File: config.mk
export PLATFORM = sky130hd
export DESIGN_NAME = gf2m_quad_inverter
export DESIGN_NICKNAME = d
export VERILOG_FILES = /design/src/rtl/gfinv_pkg.sv /design/src/rtl/gf_mul_comb.sv /design/src/rtl/gf_quad_power_block.sv /design/src/rtl/gf2m_quad_inverter.sv
export SDC_FILE = /design/constraint.sdc
export NUM_CORES = 1
export LEC_CHECK = 0
export CAP_MARGIN = 10
export CORE_MARGIN = 1.5
export CORE_UTILIZATION = 42
export CTS_BUF_LIST = sky130_fd_sc_hd__clkbuf_16
export CTS_CLUSTER_DIAMETER = 30
export DETAILED_ROUTE_END_ITERATION = 10
export DONT_BUFFER_PORTS = 1
export HOLD_SLACK_MARGIN = 0.03
export PLACE_DENSITY_LB_ADDON = 0.1
export SLEW_MARGIN = 20
export SYNTH_ARGS = -nofsm -noshare
export SYNTH_HDL_FRONTEND = slang
export SYNTH_SLANG_ARGS = --single-unit
File: constraint.sdc
create_clock -name clk -period 6.4 [get_ports clk]
set_input_delay 1.28 -clock clk [delete_from_list [all_inputs] [get_ports clk]]
set_output_delay 1.28 -clock clk [all_outputs]
set_load 0.05 [all_outputs]
File: src/rtl/gfinv_pkg.sv
package gfinv_pkg;

    localparam int MAXW = 64;

    typedef enum logic [2:0] {
        ST_IDLE,
        ST_SQA,
        ST_MINIT,
        ST_POW,
        ST_MUL,
        ST_FPOW,
        ST_FMUL
    } inv_state_e;

    typedef enum logic [1:0] {
        PSRC_OPND,
        PSRC_MOUT,
        PSRC_PWR
    } pow_src_e;

    typedef enum logic [1:0] {
        MSEL_OPND,
        MSEL_MOUT,
        MSEL_G1,
        MSEL_ASQ
    } mul_sel_e;

    typedef enum logic {
        STEP_DBL,
        STEP_ADD
    } step_kind_e;

    typedef struct packed {
        logic     en;
        pow_src_e src;
        logic     square;
    } pow_cmd_t;

    typedef struct packed {
        logic     en;
        mul_sel_e sel;
    } mul_cmd_t;

    // multiply by x modulo the field polynomial (x^m term implied)
    function automatic logic [MAXW-1:0] gf_mulx(input logic [MAXW-1:0] v,
                                                input int m,
                                                input logic [MAXW-1:0] poly);
        logic [MAXW-1:0] mask;
        logic            hi;
        mask = (64'd1 << m) - 64'd1;
        hi   = v[m-1];
        return ((v << 1) & mask) ^ (hi ? poly : '0);
    endfunction

    // x^e modulo the field polynomial
    function automatic logic [MAXW-1:0] gf_xpow(input int e, input int m,
                                                input logic [MAXW-1:0] poly);
        logic [MAXW-1:0] r;
        r = 64'd1;
        for (int i = 0; i < e; i++) r = gf_mulx(r, m, poly);
        return r;
    endfunction

endpackage

File: src/rtl/gf_mul_comb.sv
module gf_mul_comb #(
    parameter int           M    = 8,
    parameter logic [M-1:0] POLY = 8'h1B
) (
    input  logic [M-1:0] a_i,
    input  logic [M-1:0] b_i,
    output logic [M-1:0] p_o
);
    // shift-and-add product, reduced on every step
    always_comb begin
        logic [M-1:0] acc;
        acc = '0;
        for (int i = M - 1; i >= 0; i--) begin
            acc = {acc[M-2:0], 1'b0} ^ (acc[M-1] ? POLY : '0);
            if (b_i[i]) acc = acc ^ a_i;
        end
        p_o = acc;
    end
endmodule

File: src/rtl/gf_quad_power_block.sv
module gf_quad_power_block
    import gfinv_pkg::*;
#(
    parameter int           M    = 8,
    parameter logic [M-1:0] POLY = 8'h1B,
    parameter int           NQ   = 2,
    localparam int          SW   = $clog2(NQ + 1)
) (
    input  logic [M-1:0]  din_i,
    input  logic          square_i,
    input  logic [SW-1:0] nsel_i,
    output logic [M-1:0]  dout_o
);
    localparam logic [MAXW-1:0] POLY64 = MAXW'(POLY);

    // column j of the map holds x^(e*j) mod P
    function automatic logic [M-1:0][M-1:0] build_mat(input int e);
        logic [M-1:0][M-1:0] mat;
        logic [MAXW-1:0]     col;
        for (int j = 0; j < M; j++) begin
            col    = gf_xpow(e * j, M, POLY64);
            mat[j] = col[M-1:0];
        end
        return mat;
    endfunction

    function automatic logic [M-1:0] mat_apply(input logic [M-1:0] v,
                                               input logic [M-1:0][M-1:0] mat);
        logic [M-1:0] t;
        t = '0;
        for (int j = 0; j < M; j++) if (v[j]) t = t ^ mat[j];
        return t;
    endfunction

    localparam logic [M-1:0][M-1:0] SQ_MAT = build_mat(2);
    localparam logic [M-1:0][M-1:0] QD_MAT = build_mat(4);

    logic [M-1:0] stg [NQ+1];

    assign stg[0] = din_i;

    for (genvar s = 0; s < NQ; s++) begin : g_quad
        assign stg[s+1] = mat_apply(stg[s], QD_MAT);
    end

    always_comb begin
        dout_o = stg[1];
        for (int k = 1; k <= NQ; k++) begin
            if (int'(nsel_i) == k) dout_o = stg[k];
        end
        if (square_i) dout_o = mat_apply(din_i, SQ_MAT);
    end
endmodule

File: src/rtl/gf2m_quad_inverter.sv
module gf2m_quad_inverter
    import gfinv_pkg::*;
#(
    parameter int           M    = 8,
    parameter logic [M-1:0] POLY = 8'h1B,
    parameter int           NQ   = 2
) (
    input  logic         clk,
    input  logic         rst,
    input  logic         go_i,
    input  logic [M-1:0] elem_i,
    output logic [M-1:0] inv_o,
    output logic         ready_o
);
    localparam int  B        = M - 1;
    localparam int  H        = B / 2;
    localparam bit  ODD_B    = (B % 2) == 1;
    localparam int  HB       = $clog2(H + 1) - 1;
    localparam bit  NO_CHAIN = (HB == 0);
    localparam int  IW       = (HB > 0) ? $clog2(HB + 1) : 1;
    localparam int  RW       = $clog2(H + 1);
    localparam int  SW       = $clog2(NQ + 1);
    localparam logic [RW-1:0] H_V  = RW'(H);
    localparam logic [RW-1:0] REM0 = RW'(H >> HB);

    inv_state_e   state;
    step_kind_e   kind;
    logic [IW-1:0] idx;
    logic [RW-1:0] rem;
    logic          first;
    logic [M-1:0]  opnd_r, pwr, mout, g1, asq;

    pow_cmd_t      pcmd;
    mul_cmd_t      mcmd;
    logic [SW-1:0] nsel;
    logic [RW-1:0] rem_next;
    logic [M-1:0]  pow_in, pow_out, mul_b, mul_out;

    // one unit per cycle: the state alone picks power or multiply
    always_comb begin
        pcmd = '{en: 1'b0, src: PSRC_MOUT, square: 1'b0};
        mcmd = '{en: 1'b0, sel: MSEL_MOUT};
        nsel = SW'(1);
        case (state)
            ST_SQA:   pcmd = '{en: 1'b1, src: PSRC_OPND, square: 1'b1};
            ST_MINIT: mcmd = '{en: 1'b1, sel: MSEL_OPND};
            ST_POW: begin
                pcmd = '{en: 1'b1, src: (first ? PSRC_MOUT : PSRC_PWR), square: 1'b0};
                nsel = (int'(rem) > NQ) ? SW'(NQ) : SW'(rem);
            end
            ST_MUL:   mcmd = '{en: 1'b1, sel: (kind == STEP_DBL) ? MSEL_MOUT : MSEL_G1};
            ST_FPOW:  pcmd = '{en: 1'b1, src: PSRC_MOUT, square: !ODD_B};
            ST_FMUL:  mcmd = '{en: 1'b1, sel: MSEL_ASQ};
            default: ;
        endcase
    end

    always_comb begin
        case (pcmd.src)
            PSRC_OPND: pow_in = opnd_r;
            PSRC_PWR:  pow_in = pwr;
            default:   pow_in = mout;
        endcase
        case (mcmd.sel)
            MSEL_OPND: mul_b = opnd_r;
            MSEL_G1:   mul_b = g1;
            MSEL_ASQ:  mul_b = asq;
            default:   mul_b = mout;
        endcase
    end

    assign rem_next = rem - RW'(nsel);

    gf_quad_power_block #(.M(M), .POLY(POLY), .NQ(NQ)) u_pow (
        .din_i   (pow_in),
        .square_i(pcmd.square),
        .nsel_i  (nsel),
        .dout_o  (pow_out)
    );

    gf_mul_comb #(.M(M), .POLY(POLY)) u_mul (
        .a_i(pwr),
        .b_i(mul_b),
        .p_o(mul_out)
    );

    always_ff @(posedge clk) begin
        if (rst) begin
            state   <= ST_IDLE;
            kind    <= STEP_DBL;
            idx     <= '0;
            rem     <= '0;
            first   <= 1'b0;
            opnd_r  <= '0;
            pwr     <= '0;
            mout    <= '0;
            g1      <= '0;
            asq     <= '0;
            ready_o <= 1'b0;
        end else begin
            ready_o <= 1'b0;
            if (pcmd.en) pwr  <= pow_out;
            if (mcmd.en) mout <= mul_out;
            case (state)
                ST_IDLE: begin
                    if (go_i) begin
                        opnd_r <= elem_i;
                        state  <= ST_SQA;
                    end
                end
                ST_SQA: state <= ST_MINIT;
                ST_MINIT: begin
                    g1  <= mul_out;
                    asq <= pwr;
                    if (NO_CHAIN) begin
                        state <= ST_FPOW;
                    end else begin
                        idx   <= IW'(HB - 1);
                        kind  <= STEP_DBL;
                        rem   <= REM0;
                        first <= 1'b1;
                        state <= ST_POW;
                    end
                end
                ST_POW: begin
                    rem   <= rem_next;
                    first <= 1'b0;
                    if (rem_next == '0) state <= ST_MUL;
                end
                ST_MUL: begin
                    if (kind == STEP_DBL && H_V[idx]) begin
                        kind  <= STEP_ADD;
                        rem   <= RW'(1);
                        first <= 1'b1;
                        state <= ST_POW;
                    end else if (idx == '0) begin
                        state <= ST_FPOW;
                    end else begin
                        idx   <= idx - IW'(1);
                        kind  <= STEP_DBL;
                        rem   <= H_V >> idx;
                        first <= 1'b1;
                        state <= ST_POW;
                    end
                end
                ST_FPOW: begin
                    if (ODD_B) begin
                        state <= ST_FMUL;
                    end else begin
                        state   <= ST_IDLE;
                        ready_o <= 1'b1;
                    end
                end
                ST_FMUL: begin
                    state   <= ST_IDLE;
                    ready_o <= 1'b1;
                end
                default: state <= ST_IDLE;
            endcase
        end
    end

    assign inv_o = ODD_B ? mout : pwr;

    AST_ONE_UNIT: assert property (@(posedge clk) disable iff (rst)
        !(pcmd.en && mcmd.en));

    AST_CASCADE_RANGE: assert property (@(posedge clk) disable iff (rst)
        (state == ST_POW) |-> (int'(nsel) >= 1 && int'(nsel) <= NQ));

    AST_READY_PULSE: assert property (@(posedge clk) disable iff (rst)
        ready_o |=> !ready_o);

    AST_READY_IDLE: assert property (@(posedge clk) disable iff (rst)
        ready_o |-> (state == ST_IDLE));

    AST_RESULT_HOLD: assert property (@(posedge clk) disable iff (rst)
        (state == ST_IDLE && !go_i) |=> $stable(inv_o));

    AST_BUSY_OPERAND: assert property (@(posedge clk) disable iff (rst)
        (state != ST_IDLE) |=> $stable(opnd_r));

    AST_GO_ACCEPT: assert property (@(posedge clk) disable iff (rst)
        (state == ST_IDLE && go_i) |=> (state == ST_SQA));
endmodule

==> impl_metrics.csv, run 1 <==
group,metric,value,unit
global_routing,antenna_found_initial,0,
power,p_leak,1.59,nW
timing,setup_tns,0,ns
layout,nNetsFinal,538,
clock_tree,cts_num_sinks,48,
critical_path,crit_type,"reg -> reg",
synthesis,synth_nets,569,
global_routing,overflow,0,
synthesis,syn_inst,557,
layout,layout_common_cells,"101 x nand2_1, 49 x nor2_1, 48 x dfxtp_1",
drt,dr_total_vias,3881,
clock_tree,postCtsHoldBufs,0,
floorplan,die_h,104,um
synthesis,synth.avg_cell_area,7.62,sq um
clock_tree,cts_tree,"done",
timing,hold_viol,0,
layout,drive_above_1_share,4.74,%
clock_tree,numCtsBuffers,5,
global_routing,grt_pass1_wl,19700,um
floorplan,io_pins,20,
drt,ant_nets,0,
power,clkPwrFrac,18.0,%
synthesis,async_reset_ff_share,0,%
floorplan,rows,36,
placement,io_buffers,0,
critical_path,arrival,4.28,ns
timing,rsz0062_at_grt,"false",
synthesis,synth_area,4250,sq um
power,internal-power,0.827,mW
global_routing,grt_usage,23.1,%
timing,max_freq,244,MHz
drt,drcViolationCount,0,
global_routing,grt_pass1_vias,3502,
critical_path,worstPathRequired,6.58,ns
synthesis,synth_warnings,0,
timing,setup_viol,0,
clock_tree,cts_setup_buffers,0,
layout,layout_commonest_cell,"nand2_1",
timing,slew_headroom,36.6,%
critical_path,cp-start-kind,"register",
power,swShare,44.9,%
floorplan,initial_core_util,43.4,%
drt,firstDrtPassIters,5,
layout,syn2layout_area_growth,3.57,%
synthesis,ys_ff_latch,48,
synthesis,yosysSeqAreaShare,22.6,%
timing,min_period,4.11,ns
timing,skew,0.00497,ns
power,vdd_drop_max,0.000124,V
clock_tree,path_clk_slew,0.07,ns
timing,post-route-period-util,64.2,%
placement,dp_slack,2.38,ns
floorplan,design.core.area,9770,sq um
synthesis,synth_edf_count,0,
power,seqPwrFrac,31.3,%
synthesis,synthFlopType,"dfxtp_1",
power,powerDensity,342,nW/um^2
drt,routed_wirelength,12300,um
drt,drt-initial-drc-count,322,
status,status,"finished clean",
timing,slew_violations,0,
clock_tree,post_cts_resized,0,
floorplan,die_w,104,um
power,p_comb_share,50.7,%
drt,wl_per_cell,18.7,um
worst_hold_path,hp-class,"reg -> reg",
timing,fin_ws,2.29,ns
critical_path,end_kind,"register",
drt,viasPerCell,5.88,
floorplan,design.die.area,10700,sq um
clock_tree,clock_latency,0.29,ns
timing,worst_slew_pin_slew,0.950,ns
clock_tree,clockBufferDepth,2,
layout,antenna_cells,0,
placement,dp_hpwl,8830,um
synthesis,yosysUniqueCellTypes,78,
clock_tree,clockRootBuffer,"clkbuf_16",
global_routing,grt_max_degree,50,
placement,gp_congestion,0.900,
clock_tree,htreeDepth,2,
critical_path,path_max_fanout,26,
job,cap_violations,0,
power,p_sw,0.675,mW
-- state kept, by name, indices dropped and copies added, names as in the netlist --
name	count
pwr	8
ready_o	1
g1	8
first	1
asq	8
state	3
kind	1
inv_o	8
rem	2
opnd_r	8
-- critical path: stages (launching register included) --
cell      delay (ns)
dfxtp_1         0.75
and2b_1         0.37
a221oi_2        0.54
and2_1          0.38
xnor2_1         0.16
o311ai_1        0.10
a222oi_1        0.66
xor3_2          0.55
and4_1          0.22
a311o_1         0.26
-- through the flow --
step | std cells | hold slack, ns | util [%] | total power [mW] | instance area (sq um)
6_report | 660 | 0.452 | 45.0 | 1.50 | 4400
5_1_grt | 660 | 0.470 | 45.0 | 1.60 | 4400
4_1_cts | 660 | 0.451 | 45.0 | 1.50 | 4400
3_5_place_dp | 652 | 0.441 | 43.5 | 1.23 | 4250
3_3_place_gp | 652 | 0.436 | 43.5 | 1.22 | 4250
2_1_floorplan | 557 | 0.432 | - | 1.06 | 4250
-- final timing paths --
| kind | endpoint | cells after the start | startpoint | slack, ns |
|---|---|---|---|---|
| setup / recovery | g1[1] | 9 | state[0] | 2.29 |
| hold / removal | asq[0] | 2 | asq[0] | 0.45 |
| setup reg to reg | g1[1] | 9 | state[0] | 2.29 |
| hold reg to reg | asq[0] | 2 | asq[0] | 0.45 |
-- Yosys cell counts, types with 3 or more instances --
cell type  count  area, sq um
xor2_1        14          123
nand3_1       14         70.1
and2_1         7         43.8
and3_1         4         25.0
o31ai_1        3         22.5
o22ai_1        6         37.5
nor3b_1        7         52.6
mux2i_1        5         50.1
a21boi_0       9         67.6
and4_1         4         35.0
o21bai_1       5         37.5
inv_1          7         26.3
o21ai_0       11         55.1
buf_1          3         11.3
dfxtp_1       48          961
nor3_1        16         80.1
buf_4          3         22.5
buf_2          6         30.0
nor2_1        49          184
xnor3_1       12          270
a311o_1        3         30.0
a211oi_1       9         67.6
clkbuf_1      27          101
o21a_1         5         37.5
xnor2_1       41          359
nand2_1      101          379
a21oi_1       47          235
nor2b_1       12         75.1
nand2b_1       6         37.5
a221oi_2       3         45.0
nand3b_1       7         52.6
a21o_1         6         45.0
-- metal layers --
| layer | vias up | part of all wire (%) | GRT usage (%) |
|---|---|---|---|
| met3 | 19 | 5.0 | 2.33 |
| met5 | - | 0 | 0 |
| met2 | 118 | 46 | 36.5 |
| li1 | 1896 | - | - |
| met4 | 0 | 1.7 | 5.75 |
| met1 | 1848 | 48 | 33.8 |
-- layout make-up --
type,count,area (sq um)
timing repair buffer,2,15.0
multi-input combinational,460,3070
tap,133,166
clock buffer,5,125
sequential,48,961
fill,1021,5380
inverter,9,33.8
clock inverter,3,21.3
-- power groups by stage --
stage / logic [mW] / clock network (mW) / registers, mW
final: 0.762 / 0.270 / 0.470
after global routing: 0.838 / 0.285 / 0.477
after CTS: 0.756 / 0.274 / 0.469
after detailed placement: 0.752 / 0 / 0.476
after global placement: 0.746 / 0 / 0.476
after floorplan: 0.659 / 0 / 0.404
-- kinds of logic after synthesis --
| group | Yosys count | synth area share (%) |
|---|---|---|
| DFF | 48 | 22.6 |
| buffers and inverters | 49 | 4.95 |
| muxes | 6 | 1.44 |
| xor gates and xnor gates | 71 | 20.0 |
| AOI/OAI and AO/OA | 135 | 22.3 |
| adders and majority gates | 1 | 0.295 |
| and+or+nand+nor | 247 | 28.3 |
Power figures use the tool's default switching activity.
==> run 2: changes to the inputs <==
- clock period: 6.4 -> 3.85 ns (I/O delays scaled with it)
==> impl_metrics.csv, run 2 (same netlist as run 1, synthesis figures left out) <==
group,metric,value,unit
drt,drcViolationCount,0,
clock_tree,cts_tree,"done",
clock_tree,cts_setup_buffers,0,
timing,slew_headroom,46.6,%
floorplan,die_w,104,um
timing,min_period,3.57,ns
layout,fin_cells,687,
drt,routed_wirelength,12300,um
placement,gp_congestion,0.851,
layout,fill_cells,990,
timing,hold_viol,0,
floorplan,rows,36,
clock_tree,clockBufferDepth,2,
global_routing,antenna_found_initial,0,
timing,setup_tns,0,ns
critical_path,path_max_fanout,12,
floorplan,initial_core_util,43.4,%
global_routing,grt_pass1_wl,20000,um
drt,viasPerCell,5.71,
drt,ant_nets,0,
critical_path,end_kind,"register",
timing,max_freq,280,MHz
clock_tree,clock_latency,0.28,ns
critical_path,path_buf_inv,1,
drt,wl_met3,556,um
floorplan,io_pins,20,
placement,io_buffers,0,
timing,rsz0062_at_grt,"false",
clock_tree,path_clk_slew,0.07,ns
power,p_leak,1.74,nW
drt,wl_met1,6010,um
layout,antenna_cells,0,
floorplan,design.core.area,9770,sq um
drt,dr_total_vias,3921,
critical_path,crit_chain,"and2b_1, a221oi_4, a21oi_2, a221o_1, o21bai_1, a222oi_1, buf_4, xor3_2, and4_1, a311o_1",
timing,skew,0.00416,ns
critical_path,slowest_stage,"dfxtp_1",
critical_path,cpLargestDelayFamily,"compound AO/OA/AOI/OAI gates",
clock_tree,cts_num_sinks,48,
critical_path,crit_type,"reg -> reg",
critical_path,worstPathRequired,4.02,ns
timing,slew_violations,0,
clock_tree,htreeDepth,2,
timing,worst_slew_pin_slew,0.800,ns
layout,drive_above_1_share,9.57,%
layout,layout_commonest_cell,"nand2_1",
timing,post-route-period-util,92.7,%
layout,layout_common_cells,"101 x nand2_1, 49 x nor2_1, 47 x a21oi_1, 47 x dfxtp_1, 41 x xnor2_1",
job,cap_violations,0,
global_routing,grt_usage,23.4,%
power,vdd_drop_max,0.000245,V
global_routing,overflow,0,
layout,syn2layout_area_growth,9.17,%
layout,nNetsFinal,565,
floorplan,die_h,104,um
clock_tree,numCtsBuffers,5,
global_routing,grt_max_degree,50,
status,status,"finished clean",
drt,drt-initial-drc-count,271,
drt,wl_per_cell,17.9,um
timing,setup_viol,0,
placement,dp_hpwl,9110,um
drt,dr_wl_met2,5580,um
critical_path,arrival,3.74,ns
worst_hold_path,hp-class,"reg -> reg",
clock_tree,clockRootBuffer,"clkbuf_16",
placement,place_inst,679,
critical_path,slowest_delay,0.56,ns
global_routing,grt_pass1_vias,3678,
drt,routed.top_layer,"met4",
critical_path,cp-start-kind,"register",
power,powerDensity,571,nW/um^2
drt,firstDrtPassIters,6,
floorplan,design.die.area,10700,sq um
-- run 2: cell count changes in the layout (fill, tap and decap cells not counted), sizes merged --
cell    change
buf        +27
bufinv      +1
clkinv      +1
inv         -2
-- run 2: layer usage --
layer | GRT usage (%) | vias up
met5 | 0 | -
li1 | - | 1943
met1 | 34.0 | 1867
met4 | 5.46 | 0
met3 | 2.39 | 9
met2 | 37.4 | 102
-- run 2: worst paths after layout --
kind	start	to	slack (ns)	cells past startpoint
worst max-delay path	state[0]	g1[1]	0.28	10
worst min-delay path	asq[6]	asq[6]	0.45	2
worst max register to register	state[0]	g1[1]	0.28	10
worst min register to register	asq[6]	asq[6]	0.45	2
-- run 2: area by class of cell --
| cell class | count | area [sq um] | area share (%) |
|---|---|---|---|
| inverters | 9 | 33.8 | 0.729 |
| multi-input cells | 460 | 3070 | 66.3 |
| repair buffers | 29 | 230 | 4.97 |
| clock inverters | 3 | 42.5 | 0.918 |
| well taps | 133 | 166 | 3.59 |
| flip-flops and latches | 48 | 962 | 20.8 |
| clock buffers | 5 | 125 | 2.70 |
-- run 2: report_power, final --
part	leakage, nW	total, mW	switching [mW]	internal, mW
clock network	0.0814	0.495	0.190	0.305
registers	0.392	0.663	0.0971	0.565
logic	1.27	1.49	0.844	0.644
total	1.74	2.65	1.13	1.51
-- run 2: stage by stage --
stage	utilization (%)	cell area [sq um]	total power, mW	hold slack, ns	setup WS (ns)
after floorplan	-	4250	1.77	0.432	0.482
after CTS	47.4	4630	2.64	0.453	0.321
after global routing	47.4	4630	2.81	0.472	0.0924
after global placement	45.7	4470	2.13	0.439	0.365
final	47.4	4630	2.65	0.452	0.281
after detailed placement	45.7	4470	2.14	0.444	0.335
-- run 2: worst register-to-register path, delay by kind of cell (launching register included) --
kind | cells | cell delay, ns
AO/OA/AOI/OAI | 6 | 1.74
AND/OR/NAND/NOR | 2 | 0.56
flip-flops | 1 | 0.56
XOR/XNOR | 1 | 0.39
buffers and inverters | 1 | 0.22
-- run 2: timing repair --
action,4_1_cts,5_1_grt
setup endpoints to repair,0,1
resized for setup,0,1
hold buffers,0,0
==> run 3: changes to the inputs <==
- GPL_TIMING_DRIVEN: default -> 0
==> impl_metrics.csv, run 3 (same netlist as run 1, synthesis figures left out) <==
group,metric,value,unit
worst_hold_path,hp-class,"reg -> reg",
worst_hold_path,holdPathStages,2,
critical_path,cp.depth,10,
clock_tree,postCtsHoldBufs,0,
critical_path,crit_type,"reg -> reg",
placement,io_buffers,0,
layout,syn2layout_area_growth,8.78,%
placement,dp_hpwl,9890,um
timing,slew_headroom,50.8,%
clock_tree,cts_tree,"done",
critical_path,worstPathRequired,4.00,ns
floorplan,die_h,104,um
layout,drive_above_1_share,6.70,%
floorplan,initial_core_util,43.4,%
drt,drcViolationCount,0,
layout,nNetsFinal,578,
critical_path,path_max_fanout,8,
placement,dp_slack,-0.280,ns
timing,setup_viol,0,
clock_tree,clockBufferDepth,2,
critical_path,cp-start-kind,"register",
clock_tree,htreeDepth,2,
drt,dr_total_vias,4062,
power,vdd_drop_max,0.000245,V
timing,min_period,3.62,ns
critical_path,arrival,3.77,ns
critical_path,cpLargestDelayFamily,"XOR/XNOR gates",
power,p_comb_share,54.2,%
job,cap_violations,0,
global_routing,grt_pass1_vias,3831,
global_routing,grt_use_met1,34.6,%
critical_path,slowest_delay,0.50,ns
power,internal-power,1.47,mW
power,p_sw,1.15,mW
timing,hold_viol,0,
placement,gp_congestion,0.867,
timing,skew,0.00575,ns
drt,ant_nets,0,
power,p_leak,1.69,nW
drt,routed_wirelength,13000,um
power,seqPwrFrac,26.7,%
layout,antenna_cells,0,
global_routing,grt_max_degree,16,
floorplan,rows,36,
timing,post-route-period-util,94.0,%
layout,layout_common_cells,"101 x nand2_1, 49 x nor2_1, 47 x a21oi_1, 47 x dfxtp_1, 41 x xnor2_1",
clock_tree,path_clk_slew,0.07,ns
timing,fin_ws,0.229,ns
power,swShare,43.9,%
power,clkPwrFrac,19.1,%
global_routing,antenna_found_initial,0,
floorplan,design.die.area,10700,sq um
drt,firstDrtPassIters,5,
drt,drt-initial-drc-count,294,
clock_tree,clock_latency,0.29,ns
critical_path,reg2regPathDepth,10,
timing,max_freq,276,MHz
placement,placedInstanceArea,4410,sq um
global_routing,grt_pass1_wl,20900,um
floorplan,io_pins,20,
global_routing,grt_use_met3,2.52,%
floorplan,die_w,104,um
timing,rsz0062_at_grt,"false",
clock_tree,clockRootBuffer,"clkbuf_16",
critical_path,slowest_stage,"a221oi_4",
critical_path,path_buf_inv,1,
clock_tree,cts_num_sinks,48,
critical_path,end_kind,"register",
timing,worst_slew_pin_slew,0.738,ns
global_routing,busiest_layer,"met2",
timing,slew_violations,0,
layout,layout_commonest_cell,"nand2_1",
layout,final_area,4620,sq um
global_routing,overflow,0,
drt,viasPerCell,5.80,
global_routing,grt_usage,24.6,%
status,status,"finished clean",
floorplan,design.core.area,9770,sq um
global_routing,globalRouteMet2Util,40.0,%
clock_tree,numCtsBuffers,5,
critical_path,crit_chain,"and2b_1, a221oi_4, and2_1, buf_2, nand2_1, xnor3_1, xnor2_1, xnor3_1, xnor2_1, a211oi_1",
power,powerDensity,568,nW/um^2
drt,wl_per_cell,18.6,um
==> run 3: repair_timing <==
| item | 4_1_cts | 5_1_grt |
|---|---|---|
| endpoints found under the hold margin | 0 | 0 |
| buffers inserted | 2 | 0 |
| gates resized for setup | 0 | 4 |
| pin swaps | 1 | 0 |
| setup endpoints to repair | 10 | 9 |
==> run 3: final timing paths <==
check             startpoint  slack [ns]        to
setup / recovery    state[0]        0.23  inv_o[3]
setup reg to reg    state[0]        0.23  inv_o[3]
hold reg to reg       asq[7]        0.46    asq[7]
hold / removal        asq[7]        0.46    asq[7]
==> run 3: routing by layer <==
layer	vias to the layer above	routed length, um
met3	22	633
met4	0	302
met2	111	6040
li1	1974	-
met5	-	0
met1	1955	6030
==> run 3: worst reg2reg max path, cell delays in order (launching register included) <==
cell,delay [ns]
dfxtp_1,0.46
and2b_1,0.36
a221oi_4,0.50
and2_1,0.20
buf_2,0.18
nand2_1,0.07
xnor3_1,0.39
xnor2_1,0.42
xnor3_1,0.42
xnor2_1,0.34
a211oi_1,0.13
==> run 3: layout make-up <==
type	count	area, sq um
Clock inverter	3	42.5
Sequential cell	48	962
Fill cell	1030	5160
Tap cell	133	166
Timing Repair Buffer	2	15.0
Multi-Input combinational cell	460	3100
Inverter	9	33.8
Clock buffer	5	125
Buffer	40	176
==> run 3: per-stage QoR <==
step | utilization [%] | hold slack [ns] | std cells | setup TNS [ns] | power (mW)
2_1_floorplan | - | 0.432 | 557 | 0 | 1.77
3_3_place_gp | 45.1 | 0.443 | 690 | -0.531 | 2.08
3_5_place_dp | 45.1 | 0.450 | 690 | -0.962 | 2.10
4_1_cts | 47.0 | 0.459 | 700 | 0 | 2.60
5_1_grt | 47.2 | 0.480 | 700 | 0 | 2.78
6_report | 47.2 | 0.461 | 700 | 0 | 2.62
==> run 3: power groups by stage <==
| stage | logic (mW) | registers, mW | clock network (mW) |
|---|---|---|---|
| after floorplan | 1.10 | 0.671 | 0 |
| after global placement | 1.37 | 0.709 | 0 |
| after detailed placement | 1.39 | 0.709 | 0 |
| after CTS | 1.40 | 0.699 | 0.505 |
| after global routing | 1.55 | 0.707 | 0.530 |
| final | 1.42 | 0.700 | 0.501 |
